<file path="src/rtl/macc_pkg.sv">
package macc_pkg;

  typedef struct packed {
    logic add;
    logic load;
    logic cin;
  } macc_ctl_t;

  localparam int CTL_W = $bits(macc_ctl_t);

  // stages ahead of the multiplier that hold the raw operands
  function automatic int opnd_stages(int lat);
    return (lat >= 2) ? 1 : 0;
  endfunction

  // stages between multiplier and accumulator
  function automatic int prod_stages(int lat);
    return (lat - 1) - opnd_stages(lat);
  endfunction

endpackage

</file>
<file path="src/rtl/macc_dly.sv">
module macc_dly #(
  parameter int W = 8,
  parameter int N = 1
) (
  input  logic         clk,
  input  logic         srst,
  input  logic         en,
  input  logic [W-1:0] d,
  output logic [W-1:0] q
);

  generate
    if (N == 0) begin : g_wire
      assign q = d;
    end else begin : g_reg
      logic [W-1:0] stg_q [N];
      logic [W-1:0] stg_d [N];

      for (genvar i = 0; i < N; i++) begin : g_stg
        if (i == 0) begin : g_head
          always_comb stg_d[i] = d;
        end else begin : g_tail
          always_comb stg_d[i] = stg_q[i-1];
        end

        always_ff @(posedge clk) begin
          if (srst) begin
            stg_q[i] <= '0;
          end else if (en) begin
            stg_q[i] <= stg_d[i];
          end
        end
      end

      assign q = stg_q[N-1];

      AST_DLY_HOLD: assert property (@(posedge clk) disable iff (srst)
        (!en) |=> $stable(q)) else $error("delay line moved while disabled");
    end
  endgenerate

endmodule

</file>
<file path="src/rtl/macc_mult.sv">
module macc_mult #(
  parameter int A_W = 25,
  parameter int B_W = 18,
  parameter int P_W = 48
) (
  input  logic [A_W-1:0] op_a,
  input  logic [B_W-1:0] op_b,
  output logic [P_W-1:0] prod
);

  localparam int FW = A_W + B_W;

  logic signed [FW-1:0] a_x;
  logic signed [FW-1:0] b_x;
  logic signed [FW-1:0] full;

  always_comb begin
    a_x  = FW'($signed(op_a));
    b_x  = FW'($signed(op_b));
    full = a_x * b_x;
  end

  generate
    if (P_W > FW) begin : g_ext
      assign prod = {{(P_W-FW){full[FW-1]}}, full};
    end else if (P_W == FW) begin : g_same
      assign prod = full;
    end else begin : g_trunc
      assign prod = full[P_W-1:0];
    end
  endgenerate

endmodule

</file>
<file path="src/rtl/macc_accum.sv">
module macc_accum
  import macc_pkg::*;
#(
  parameter int P_W = 48
) (
  input  logic           clk,
  input  logic           srst,
  input  logic           en,
  input  macc_ctl_t      ctl,
  input  logic [P_W-1:0] prod,
  input  logic [P_W-1:0] load_val,
  output logic [P_W-1:0] acc_q
);

  logic [P_W-1:0] base;
  logic [P_W-1:0] sum;
  logic [P_W-1:0] acc_d;

  always_comb begin
    base = ctl.load ? load_val : acc_q;
    if (ctl.load || ctl.add) begin
      sum = base + prod;
    end else begin
      sum = base - prod;
    end
    acc_d = sum + P_W'(ctl.cin);
  end

  always_ff @(posedge clk) begin
    if (srst) begin
      acc_q <= '0;
    end else if (en) begin
      acc_q <= acc_d;
    end
  end

  AST_ACC_HOLD: assert property (@(posedge clk) disable iff (srst)
    (!en) |=> $stable(acc_q)) else $error("accumulator moved while disabled");

  AST_ACC_CLEAR: assert property (@(posedge clk)
    srst |=> (acc_q == '0)) else $error("clear did not zero accumulator");

  AST_ZERO_TERM: assert property (@(posedge clk) disable iff (srst)
    (en && !ctl.load && !ctl.cin && prod == '0) |=> $stable(acc_q))
    else $error("zero product changed accumulator");

  AST_LOAD_ZERO: assert property (@(posedge clk) disable iff (srst)
    (en && ctl.load && !ctl.cin && prod == '0 && load_val == '0) |=> (acc_q == '0))
    else $error("load kept old contents");

endmodule

</file>
<file path="src/rtl/macc_core.sv">
module macc_core
  import macc_pkg::*;
#(
  parameter int A_W = 25,
  parameter int B_W = 18,
  parameter int P_W = 48,
  parameter int LAT = 3
) (
  input  logic           clk,
  input  logic           srst,
  input  logic           en,
  input  logic           add_sel,
  input  logic           load_en,
  input  logic           cin,
  input  logic [A_W-1:0] op_a,
  input  logic [B_W-1:0] op_b,
  input  logic [P_W-1:0] load_val,
  output logic [P_W-1:0] acc_out
);

  localparam int FW    = A_W + B_W;
  localparam int PRE_N = LAT - 1;
  localparam int OPN_N = opnd_stages(LAT);
  localparam int PRD_N = prod_stages(LAT);
  localparam int SIDE_W = CTL_W + P_W;

  macc_ctl_t      ctl_in;
  macc_ctl_t      ctl_s;
  logic [P_W-1:0] ldv_s;
  logic [A_W-1:0] a_s;
  logic [B_W-1:0] b_s;
  logic [P_W-1:0] prod_w;
  logic [P_W-1:0] prod_s;
  logic [SIDE_W-1:0] side_q;
  logic [FW-1:0]     opnd_q;

  assign ctl_in = '{add: add_sel, load: load_en, cin: cin};

  macc_dly #(.W(FW), .N(OPN_N)) u_opnd (
    .clk (clk),
    .srst(srst),
    .en  (en),
    .d   ({op_a, op_b}),
    .q   (opnd_q)
  );
  assign {a_s, b_s} = opnd_q;

  macc_dly #(.W(SIDE_W), .N(PRE_N)) u_side (
    .clk (clk),
    .srst(srst),
    .en  (en),
    .d   ({ctl_in, load_val}),
    .q   (side_q)
  );
  assign {ctl_s, ldv_s} = side_q;

  macc_mult #(.A_W(A_W), .B_W(B_W), .P_W(P_W)) u_mult (
    .op_a(a_s),
    .op_b(b_s),
    .prod(prod_w)
  );

  macc_dly #(.W(P_W), .N(PRD_N)) u_prod (
    .clk (clk),
    .srst(srst),
    .en  (en),
    .d   (prod_w),
    .q   (prod_s)
  );

  macc_accum #(.P_W(P_W)) u_acc (
    .clk     (clk),
    .srst    (srst),
    .en      (en),
    .ctl     (ctl_s),
    .prod    (prod_s),
    .load_val(ldv_s),
    .acc_q   (acc_out)
  );

  generate
    if (P_W >= FW) begin : g_sign_chk
      AST_PROD_SIGN: assert property (@(posedge clk) disable iff (srst)
        (a_s != '0 && b_s != '0) |-> (prod_w[P_W-1] == (a_s[A_W-1] ^ b_s[B_W-1])))
        else $error("product sign wrong");
    end
  endgenerate

endmodule

</file>
<file path="config.mk">
export PLATFORM = sky130hd
export DESIGN_NAME = macc_core
export DESIGN_NICKNAME = d
export VERILOG_FILES = /design/src/rtl/macc_pkg.sv /design/src/rtl/macc_dly.sv /design/src/rtl/macc_mult.sv /design/src/rtl/macc_accum.sv /design/src/rtl/macc_core.sv
export SDC_FILE = /design/constraint.sdc
export NUM_CORES = 2
export LEC_CHECK = 0
export ABC_CLOCK_PERIOD_IN_PS = 6500
export BUFFER_PORTS_ARGS = -buffer_cell sky130_fd_sc_hd__buf_2
export CAP_MARGIN = 20
export CORE_ASPECT_RATIO = 1.4
export CORE_MARGIN = 1.5
export CORE_UTILIZATION = 42
export DETAILED_ROUTE_END_ITERATION = 10
export SYNTH_ARGS = -nofsm -noshare
export SYNTH_HDL_FRONTEND = slang
export SYNTH_SLANG_ARGS = --single-unit
</file>
<file path="constraint.sdc">
create_clock -name clk -period 6.5 [get_ports clk]
set_input_delay 0.325 -clock clk [delete_from_list [all_inputs] [get_ports clk]]
set_output_delay 0.325 -clock clk [all_outputs]
set_load 0.05 [all_outputs]
</file>
==> impl_metrics.tcl <==
set metrics [dict create \
    syn_avg_cell_area_um2 9.53 \
    finClkSkew_ps 24.4 \
    max_freq_mhz 156 \
    grt_max_degree 98 \
    ir_worst_vdd_v 0.000490 \
    synthArstFlopShare_pct 0 \
    grt_usage_pct 20.5 \
    vias_per_cell 5.00 \
    insertion_delay_ps 580 \
    syn_to_final_growth_pct 16.7 \
    total_power_mw 17.9 \
    slowest_stage "fa_1" \
    p_leak_nw 15.9 \
    tritoncts "done" \
    ys_types 96 \
    setup_tns_ps 0 \
    power_density_nw_per_um2 511 \
    drtAntennaViolNets 0 \
    routed_wl_mm 74.3 \
    final_common_cell "inv_1" \
    grt_pass1_wl_mm 121 \
    initial_core_util_pct 42.6 \
    core_um2 70400 \
    cts_num_sinks 236 \
    synth_top_area_share_pct 29.5 \
    drive_gt1_share_pct 17.0 \
    grt_pass1_vias 23200 \
    dpl.hpwl_mm 60.7 \
    slew_headroom_pct 27.3 \
    drc 0 \
    cp_num_buf_inv 7 \
    synth.area.top_cells "fa_1 30%, edfxtp_1 19%, and2_1 6.8%, ha_1 6.6%, inv_1 6.5%" \
    die_area_um2 72900 \
    final_nets 4151 \
    drv_slew 0 \
    worstMarginPinSlew_ps 1090 \
    synth_edf_count 188 \
    gp_congestion 0.880 \
    syn_area_um2 30000 \
    cp_top_family "adder cells" \
    clkTransAtPathRegs_ps 60 \
    fp.dieH_um 319 \
    cp.arrival_ps 6720 \
    io_pins 145 \
    via_count 22100 \
    ys_ff_latch 236 \
    ys.flop_type "edfxtp_1" \
    cpMostUsedCell "fa_1" \
    clock_path_buffers 3 \
    yosys.area.top_type "fa_1" \
    finalHoldViolCount 0 \
    hp-class "in -> reg" \
    portBuffers 144 \
    drv_cap 0 \
    worst-path-max-fanout 6 \
    antenna_found_initial 0 \
    drtIter0Drc 984 \
    max_stage_delay_ps 550 \
    criticalPathCategory "reg -> reg" \
    synth_warnings 0 \
    dieWidth_um 229 \
    period_minus_slack_ps 6400 \
    avgRoutedWirePerCell_um 16.8 \
    setup_viol_count_final 0 \
    cts_buffers 26 \
    fin_crit_sh_pct 98.5 \
    overflow 0 \
    netlist_instances 3143 \
    drt-pass1-iter-count 5 \
    status "completed" \
    yosysSeqAreaShare_pct 22.1 \
    cts_max_level 1 \
    rsz0062_at_grt "true" \
    root_buffer "clkbuf_16" \
    syn_nets 3839 \
    cp.required_ps 6820 \
    fillers 6606 \
    rows 115 \
    start_kind "register" \
    final_cell_mix "506 x inv_1, 434 x fa_1, 360 x nand2_1, 315 x and2_1, 210 x buf_4" \
    cp-end-kind "register" \
]
metal layers:
metal | vias up | wire [µm] | global-route usage (%) | part of all wire [%]
li1 | 10700 | - | - | -
met1 | 10800 | 31300 | 25.6 | 42
met2 | 415 | 38300 | 37.2 | 52
met3 | 115 | 2490 | 2.03 | 3.3
met4 | 0 | 2200 | 6.36 | 3.0
met5 | - | 0 | 0 | 0
registers in the layout, indices dropped and copies added (netlist names):
name / flops
u_side.g_reg.stg_q: 102
u_prod.g_reg.stg_q: 43
u_acc.acc_q: 48
u_opnd.g_reg.stg_q: 43
kinds of logic after synthesis:
| kind of cell | count (synthesis) | synth area share [%] |
|---|---|---|
| AOI/OAI and AO/OA | 397 | 9.17 |
| buffers and inverters | 669 | 8.51 |
| DFF | 236 | 22.1 |
| xor gates and xnor gates | 156 | 4.59 |
| and+or+nand+nor | 1028 | 17.4 |
| muxes | 58 | 2.14 |
| adders and majority gates | 599 | 36.1 |
worst register-to-register path, delay by kind of cell (launching register included):
kind,cells,cell delay [ps]
xor gates and xnor gates,1,140
adders and majority gates,7,3290
buffers and inverters,7,570
AOI/OAI and AO/OA,7,1410
and+or+nand+nor,3,240
DFF,1,500
area by class of cell:
class	instances	area [µm²]	share of cell area, %
sequential	236	6610	18.9
clock inverter	12	140	0.401
timing repair buffer	433	3220	9.20
clock buffer	36	769	2.20
tap	936	1170	3.35
inverter	520	1960	5.61
multi-input combinational	2238	21100	60.3
antenna	1	2.50	0.00716
report_power, final:
part           switching [mW]  internal [mW]
clock network           0.662          0.913
logic                    7.75           6.30
registers               0.224           2.02
repair_timing:
action                                 in CTS  in global routing
buffers inserted                           10                 34
gates cloned                                0                  2
hold buffers                               44                  1
endpoints found under the hold margin      44                  1
pin swaps                                   9                 30
resized for setup                          11                 93
setup endpoints to repair                   9                 21
Yosys cell counts (35+ instances only):
library cell	instances
and2_1	325
o21ai_0	70
nand4_1	39
mux2_2	48
dfxtp_1	48
fa_1	442
inv_1	519
nor2_1	138
clkbuf_1	124
ha_1	157
xnor2_1	88
edfxtp_1	188
a21o_1	35
nand2_1	361
a21oi_1	97
xor2_1	67
a211oi_1	40
stage by stage:
stage               area (µm²)  cells  hold slack [ps]  setup WS, ps  utilization (%)
floorplan                30000   3143              497          8.62                -
global placement         32800   4272              473          -245             46.7
detailed placement       32800   4272              476          -287             46.7
CTS                      34300   4374            0.351          6.31             48.8
global route             34900   4411             10.4          -218             49.7
finish                   35000   4412             34.4          97.5             49.7
final timing paths:
| check | startpoint | end | slack (ps) | cells past startpoint |
|---|---|---|---|---|
| worst min register to register | u_acc.acc_q[7] | u_acc.acc_q[7] | 480 | 2 |
| worst max register to register | u_opnd.g_reg.stg_q[0][9] | u_prod.g_reg.stg_q[0][37] | 100 | 25 |
| worst max-delay path | u_opnd.g_reg.stg_q[0][9] | u_prod.g_reg.stg_q[0][37] | 100 | 25 |
| worst min-delay path | load_val[33] | u_side.g_reg.stg_q[0][33] | 30 | 2 |
Power figures use the tool's default switching activity.
